## src/rtl/wdog_pkg.sv

```systemverilog
package wdog_pkg;
  // Field order mirrors the configuration byte, bit 7 down to bit 0.
  typedef struct packed {
    logic       rsvd;
    logic [1:0] win;
    logic       en;
    logic [2:0] code;
    logic       lock;
  } optCfg_t;

  // Strobes from control to the counter datapath.
  typedef struct packed {
    logic inc;
    logic clr;
  } cntCmd_t;
endpackage

```

## src/rtl/wdog_count.sv

```systemverilog
module wdog_count
  import wdog_pkg::*;
#(
  parameter int CNT_W = 17
) (
  input  logic             clk,
  input  logic             rstN,
  input  cntCmd_t          cmd,
  output logic [CNT_W-1:0] count
);
  always_ff @(posedge clk) begin
    if (!rstN) count <= '0;
    else if (cmd.clr) count <= '0;
    else if (cmd.inc) count <= count + 1'b1;
  end

  // Refresh/overflow clear and increment never requested together
  assert_cmd_exclusive_R7: assert property (@(posedge clk) disable iff (!rstN)
    !(cmd.inc && cmd.clr));
endmodule

```

## src/rtl/wdog_ctrl.sv

```systemverilog
module wdog_ctrl
  import wdog_pkg::*;
#(
  parameter int         BASE_EXP    = 10,
  parameter logic [7:0] REFRESH_KEY = 8'hAC,
  parameter int         CNT_W       = BASE_EXP + 7
) (
  input  logic             clk,
  input  logic             rstN,
  input  logic [7:0]       optByte,
  input  logic             oscTick,
  input  logic             refreshWr,
  input  logic [7:0]       refreshData,
  input  logic             oscStopReq,
  input  logic             lowPower,
  input  logic [CNT_W-1:0] count,
  output cntCmd_t          cmd,
  output logic             resetReq,
  output logic             cfgErr
);
  optCfg_t          cfgQ;
  logic             cfgLoaded;
  logic             errSent;
  logic [CNT_W:0]   perFull;
  logic [CNT_W:0]   quarter;
  logic [CNT_W+1:0] openFrom;
  logic [CNT_W-1:0] periodM1;
  logic active, gated, tickEn, refreshHit, windowOpen, badRefresh;
  logic atTop, overflow, errPulse, illegal;

  // Period, last count and start of the refresh window
  always_comb begin
    perFull  = {{CNT_W{1'b0}}, 1'b1} << (BASE_EXP + int'(cfgQ.code));
    periodM1 = CNT_W'(perFull - 1'b1);
    quarter  = perFull >> 2;
    unique case (cfgQ.win)
      2'd0:    openFrom = {1'b0, quarter} + {quarter, 1'b0};
      2'd1:    openFrom = {quarter, 1'b0};
      2'd2:    openFrom = {1'b0, quarter};
      default: openFrom = '0;
    endcase
  end

  always_comb begin
    active     = cfgLoaded && cfgQ.en && !cfgErr;
    gated      = !cfgQ.lock && (oscStopReq || lowPower);
    tickEn     = active && oscTick && !gated;
    refreshHit = active && refreshWr;
    windowOpen = {2'b00, count} >= openFrom;
    badRefresh = refreshHit && ((refreshData != REFRESH_KEY) || !windowOpen);
    atTop      = count == periodM1;
    overflow   = tickEn && atTop && !refreshHit;
    errPulse   = cfgErr && !errSent;
    cmd.clr    = refreshHit || overflow;
    cmd.inc    = tickEn && !atTop && !refreshHit;
    illegal    = optByte[7] || (optByte[3:1] == 3'd0 && optByte[6:5] == 2'd0);
  end

  always_ff @(posedge clk) begin
    if (!rstN) begin
      cfgQ      <= '0;
      cfgLoaded <= 1'b0;
      cfgErr    <= 1'b0;
      errSent   <= 1'b0;
      resetReq  <= 1'b0;
    end else begin
      if (!cfgLoaded) begin
        cfgQ      <= optCfg_t'(optByte);
        cfgErr    <= illegal;
        cfgLoaded <= 1'b1;
      end
      errSent  <= errSent || cfgErr;
      resetReq <= overflow || badRefresh || errPulse;
    end
  end

  assert_cfg_frozen_R1: assert property (@(posedge clk) disable iff (!rstN)
    cfgLoaded |=> $stable(cfgQ));
  assert_idle_when_off_R3: assert property (@(posedge clk) disable iff (!rstN)
    (cfgLoaded && !cfgQ.en) |-> (count == '0));
  assert_no_overflow_R4: assert property (@(posedge clk) disable iff (!rstN)
    count <= periodM1);
  assert_bad_key_R6: assert property (@(posedge clk) disable iff (!rstN)
    (refreshHit && refreshData != REFRESH_KEY) |=> resetReq);
  assert_gated_hold_R8: assert property (@(posedge clk) disable iff (!rstN)
    (active && gated && !refreshWr) |=> $stable(count));
  assert_err_holds_R9: assert property (@(posedge clk) disable iff (!rstN)
    cfgErr |-> (count == '0));
endmodule

```

## src/rtl/optbyte_watchdog.sv

```systemverilog
module optbyte_watchdog
  import wdog_pkg::*;
#(
  parameter int         BASE_EXP    = 10,
  parameter logic [7:0] REFRESH_KEY = 8'hAC
) (
  input  logic                clk,
  input  logic                rstN,
  input  logic [7:0]          optByte,
  input  logic                oscTick,
  input  logic                refreshWr,
  input  logic [7:0]          refreshData,
  input  logic                oscStopReq,
  input  logic                lowPower,
  output logic                resetReq,
  output logic                cfgErr,
  output logic [BASE_EXP+6:0] countVal
);
  localparam int CNT_W = BASE_EXP + 7;

  cntCmd_t cmd;

  wdog_ctrl #(.BASE_EXP(BASE_EXP), .REFRESH_KEY(REFRESH_KEY), .CNT_W(CNT_W)) ctrl (
    .clk(clk), .rstN(rstN), .optByte(optByte), .oscTick(oscTick),
    .refreshWr(refreshWr), .refreshData(refreshData), .oscStopReq(oscStopReq),
    .lowPower(lowPower), .count(countVal), .cmd(cmd), .resetReq(resetReq),
    .cfgErr(cfgErr)
  );

  wdog_count #(.CNT_W(CNT_W)) dp (
    .clk(clk), .rstN(rstN), .cmd(cmd), .count(countVal)
  );
endmodule

```

## config.mk

```make
export PLATFORM = sky130hd
export DESIGN_NAME = optbyte_watchdog
export DESIGN_NICKNAME = d
export VERILOG_FILES = /design/src/rtl/wdog_pkg.sv /design/src/rtl/wdog_count.sv /design/src/rtl/wdog_ctrl.sv /design/src/rtl/optbyte_watchdog.sv
export SDC_FILE = /design/constraint.sdc
export NUM_CORES = 1
export LEC_CHECK = 0
export CORE_ASPECT_RATIO = 1.25
export CORE_MARGIN = 3
export CORE_UTILIZATION = 45
export DETAILED_ROUTE_END_ITERATION = 16
export PLACE_DENSITY = 0.69
export SKIP_CTS_REPAIR_TIMING = 1
export SLEW_MARGIN = 20
export SYNTH_ARGS = -nofsm -noshare
export SYNTH_HDL_FRONTEND = slang
export SYNTH_SLANG_ARGS = --single-unit
```

## constraint.sdc

```tcl
create_clock -name clk -period 5.7 [get_ports clk]
set_input_delay 1.425 -clock clk [delete_from_list [all_inputs] [get_ports clk]]
set_output_delay 1.425 -clock clk [all_outputs]
set_load 0.02 [all_outputs]
```

Word-level counts from Yosys, hierarchy flattened
Cells that the tools add are included.

storage, ports and cells
  bits in registers = 28
  input bits = 22

cells by class
  $add $sub $neg = 4
  order comparisons = 1
  equality and inequality tests = 4
  shift-type cells = 1
  multiplexer cells = 2
  bitwise logic cells = 1
  reduce and logical (&&, ||, !) cells = 31

operator list
  kind                   count
  $pmux 18 s3            1
  $ge 17x19->1           1
  $add 16x17->18         1
  $shl 1x5->18 const A   1
  $add 17x1->17 const B  1
  $eq 17x17->1           1
  $sub 17x1->17 const B  1
  $logic_and 1x1->1      13
  $ne 8x8->1 const B     1
  $logic_not 1->1        7
  $logic_or 1x1->1       7
  $add 4x3->5 const A    1
  $logic_not 2->1        2
  $logic_not 3->1        1
  $eq 2x1->1 const B     1
  $eq 2x2->1 const B     1
  $reduce_or 2->1        1
  $mux 1                 1
  $not 1->1              1

Logic depth before layout (Yosys ltp)
  word-level depth = 10
  depth in mapped cells = 18
  gate-level depth less buffers = 17

Modules after synthesis
Synthesis repeated with hierarchy kept, for this count alone.

unflattened totals
  cell total of the unflattened synthesis = 292
  area total of the unflattened synthesis = 2468.6 um^2

modules (own cells, without submodules)
  module      instances  cells each  area each (um^2)  sequential area each (um^2)
  wdog_ctrl   1          203         1652.8            220.2
  wdog_count  1          89          815.8             340.3

Worst setup path before layout
No wires, ideal clock.

  path kind = reg2reg
  start = register ctrl.cfgQ[2] (netlist name)
  end = register ctrl.resetReq
  setup time = 0.074 ns
  arrival = 3.919 ns
  slack = 1.706 ns
  stages on the path, launching flop included = 19
  path buffers = 1
  path through = dfxtp_1 -> inv_1 -> ha_1 -> buf_2 -> nor3_1 -> ha_1 -> a21oi_1 -> o21ai_0 -> xnor2_1 -> nor2_1 -> a21oi_1 -> a2bb2oi_1 -> ha_1 -> a21o_1 -> a21o_1 -> a21o_1 -> a211o_1 -> a41o_1 -> a31oi_1

on the way
  cells in the longest elaborated chain, start to end = 10
  elaborated cells between the ends (all ways) = 14

RTL lines
  what                                RTL line         text
  from (decl)                         wdog_ctrl.sv:21  optCfg_t cfgQ;
  from (signal assigned)              wdog_ctrl.sv:68  cfgQ <= optCfg_t'(optByte);
  $add 4x3->5 (*)                     wdog_ctrl.sv:33  perFull = {{CNT_W{1'b0}}, 1'b1} << (BASE_EXP + int'(cfgQ.code));
  $shl 1x5->18 (*)                    wdog_ctrl.sv:33
  $add 16x17->18                      wdog_ctrl.sv:37  2'd0: openFrom = {1'b0, quarter} + {quarter, 1'b0};
  $pmux 18 s3                         wdog_ctrl.sv:36  unique case (cfgQ.win)
  $ge 17x19->1                        wdog_ctrl.sv:49  windowOpen = {2'b00, count} >= openFrom;
  $logic_not 1->1                     wdog_ctrl.sv:50  badRefresh = refreshHit && ((refreshData != REFRESH_KEY) || !windowOpen);
  $logic_or 1x1->1                    wdog_ctrl.sv:50
  $logic_and 1x1->1                   wdog_ctrl.sv:50
  $logic_or 1x1->1 (*) (2 in series)  wdog_ctrl.sv:73  resetReq <= overflow || badRefresh || errPulse;
  to (signal assigned)                wdog_ctrl.sv:73
  to (decl)                           wdog_ctrl.sv:18  output logic resetReq,

Mark *: on every way between the ends. The rest lies on a longest branch, timed or not.
A chain may end at the register's enable or synchronous reset.

Final worst setup path
Same ends and word-level chain as after synthesis.

==> reports/qor.csv <==
stage,metric,value,unit
status,run status,completed,
power,Pleak,1.156,nW
sta,final number of setup-violating endpoints,0,
placed_design,post-placement cell count,405,
run,max cap viols,0,
placed_design,Port Buf Inserts,40,
synth,leading register cell type out of synthesis,dfxtp_1,
floorplanning,I/O pin total,41,
global_route,GRT Total Usage,18.80,%
layout,Area Overhead vs Synth,18.97,%
worst_setup_path,R2R setup slack,1110,ps
worst_setup_path,WP data arrival,4810,ps
synth,asr flop ratio synth,0,%
worst_setup_path,Critical Path Start Type,flop,
synth,synthesized cell area,0.002526,mm2
worst_setup_path,"CP delay by family, top",compound AO/OA/AOI/OAI gates,
routing,vias per std cell,5.905,
worst_setup_path,worst setup path startpoint,ctrl.cfgQ[2]$_SDFFE_PN0N_,
power,maximum vdd drop,0.1356,mV
worst_setup_path,reg2reg end,ctrl.resetReq$_SDFF_PN0_,
sta,fin crit share,80.57,%
power,clock network power share,34.3,%
sta,endpoints failing hold,0,
routing,Post-route DRC,0,
sta,max-slew violations,0,
routing,DRT iter0 DRCs,135,
worst_setup_path,worst r2r src,ctrl.cfgQ[2]$_SDFFE_PN0N_,
power,Final Power,0.0004773,W
worst_setup_path,CP Max Fanout,11,
cts,CTS tree,done,
floorplanning,Die Wd,73.02,um
placed_design,DP Wirelength,4773,um
worst_setup_path,crit path capture,ctrl.resetReq$_SDFF_PN0_,
worst_setup_path,CP Cell Sequence,inv_1 > ha_1 > nor4_1 > ha_1 > a21oi_1 > o21ai_0 > xnor2_1 > nor2_1 > a21oi_1 > a2bb2oi_1 > ha_1 > a21o_1 > a21o_1 > a21o_1 > a211o_1 > a41o_1 > a31oi_1,
synth,register area share after synthesis,22.19,%
cts,total CTS buffers,3,
synth,Unique masters post-synth,54,
cts,H-tree depth,1,
layout,final net count,403,
cts,root buffer cell,clkbuf_8,
layout,Inserted Diodes,0,
cts,Clock Pin Slew Worst Setup and Hold Paths,100,ps
power,switching share of power,27.68,%
routing,total wire length,6203,um
layout,Layout Utilization,57.12,%
synth,syn_area_per_cell,8.045,um2
power,Comb power frac,21.6,%
layout,share of layout cells above drive strength 1,3.170,%
worst_hold_path,HP Class,flop to flop,
layout,fin cells,409,
worst_setup_path,"slowest stage delay, CP",610,ps
floorplanning,Die ar.,0.006555,mm2
synth,"Warnings, synthesis",0,
synth,Post-synth EDFFs,0,
power,power per cell area,158.8,mW/mm2
sta,max_slew headroom,35.23,%
sta,Worst Tran Pin Value,968.4,ps
worst_setup_path,slowest CP cell,dfxtp_1,
synth,share of Yosys cell area claimed by the top area cell type,22.19,%
cts,clk buf depth,2,
worst_setup_path,Reg2Reg Depth,17,
worst_setup_path,Crit path depth,17,
cts,clk_lat worst skew,280,ps
sta,RSZ-0062 raised after global routing,no,
placed_design,gp weighted congestion,0.8790,
cts,clk sinks,28,
global_route,vias in the first global route,2266,
sta,worst hold slack,495.5,ps
worst_setup_path,CP required,5920,ps
routing,First-pass DRT Iterations,4,
routing,Routed WL per cell,15.17,um
power,sw power,0.0001321,W
power,internal power,0.0003452,W
sta,fmax,0.2178,GHz
global_route,GRT overflow,0,
global_route,largest net degree at the start of global routing,33,
sta,Clock Skew,5.070,ps
routing,DRT antenna net count,0,
sta,min Tclk post-route,4592,ps
power,sequential share of power,44.1,%
synth,cells after synthesis,314,
synth,register bit total from synthesis,28,
worst_setup_path,Buf/Inv on CP,1,
synth,cell taking the most area after synthesis,dfxtp_1,
sta,setup TNS,0,ps
synth,ranking of synthesized cells by area,"dfxtp_1 (22%), ha_1 (16%), a21oi_1 (6.7%)",
floorplanning,core area,0.005261,mm2
global_route,initial antenna violation count,0,
worst_setup_path,Worst setup EP type,flop,
floorplanning,Initial Utilization,48.01,%
synth,most frequent cells after synthesis,"a21oi_1 (34), nor2_1 (34), ha_1 (33), dfxtp_1 (28), nand2_1 (19)",
worst_setup_path,Crit Path Category,flop to flop,
routing,vias,2415,
floorplanning,Row Count,29,
floorplanning,Die Height,89.77,um
global_route,first-pass GRT wire length,10270,um
state kept, by name, summed over array words and instances (netlist names):
register,cells
ctrl.cfgQ,7
ctrl.resetReq,1
dp.count,17
ctrl.cfgLoaded,1
ctrl.errSent,1
ctrl.cfgErr,1
tightest hold or removal path: cells and delay by family, from the launching register on:
kind	cells	cell delay [ps]
DFF	1	340
and+or+nand+nor	2	120
metrics by stage:
stage                     instance area [um2]  worst slack, ps
final                                    3005             1108
after floorplan                          2541             1706
after global routing                     3005            680.4
after global placement                   2934             1402
after CTS                                3005             1117
after detailed placement                 2934             1202
cell usage in the layout (no fill, tap or decap), drive strengths merged, types with 2 or more instances in the layout:
cell type,instances
a21oi,34
clkbuf,3
nor2b,3
dfxtp,28
or3,7
clkdlybuf4s50,40
nor3,6
and4bb,2
and2,2
o31ai,10
or4b,2
conb,6
o21ai,14
nand3b,2
inv,10
xnor2,10
ha,33
nor2,34
or4,10
a211oi,2
and3,2
nand3,10
a2bb2oi,2
nand2b,5
xor2,2
o2111ai,2
a31oi,2
nand4,9
mux2i,12
a21o,4
nor4,6
nand2,19
and4,2
cell families (layout without fill, tap and decap cells):
logic type	count (synthesis)	in the layout	share of synthesized area [%]
xor gates and xnor gates	13	13	5.052
adders and majority gates	33	33	16.34
buffers and inverters	25	54	4.854
and+or+nand+nor	124	124	27.93
AOI/OAI and AO/OA	77	77	18.43
DFF	28	28	22.19
other	2	6	0.2973
muxes	12	12	4.903
metal layers:
metal | global-route usage, % | part of all wire, % | vias up
met2 | 32.76 | 50 | 70
met4 | 3.692 | 1.0 | 0
met5 | 0 | 0 | -
met1 | 23.84 | 43 | 1113
li1 | - | - | 1228
met3 | 3.125 | 5.5 | 4
how the worst min path moves through the flow:
stage	startpoint	end	slack, ps	cells after the start
after floorplan	ctrl.errSent$_SDFF_PN0_	ctrl.errSent$_SDFF_PN0_	450	2
final	ctrl.errSent$_SDFF_PN0_	ctrl.errSent$_SDFF_PN0_	500	2
after global placement	ctrl.errSent$_SDFF_PN0_	ctrl.errSent$_SDFF_PN0_	480	2
after global routing	ctrl.errSent$_SDFF_PN0_	ctrl.errSent$_SDFF_PN0_	550	2
after CTS	ctrl.errSent$_SDFF_PN0_	ctrl.errSent$_SDFF_PN0_	500	2
after detailed placement	ctrl.errSent$_SDFF_PN0_	ctrl.errSent$_SDFF_PN0_	480	2
final cells by class:
class                      instances  area [um2]
fill                             494        2256
clock buffer                       3       41.29
tap                               62       77.57
multi-input combinational        265        1858
clock inverter                     1       30.03
timing repair buffer              40       400.4
inverter                          10       37.54
sequential                        28       560.5
power by group through the flow:
| stage | Sequential [W] | Clock (W) | Combinational (W) |
|---|---|---|---|
| final | 0.000211 | 0.000164 | 0.000103 |
| after global routing | 0.000212 | 0.000173 | 0.000115 |
| after CTS | 0.000211 | 0.000167 | 0.000102 |
| after detailed placement | 0.000215 | 0 | 0.000102 |
| after global placement | 0.000215 | 0 | 0.000100 |
| after floorplan | 0.000210 | 0 | 0.0000759 |
Note: power is estimated with default switching activity, not from simulation.
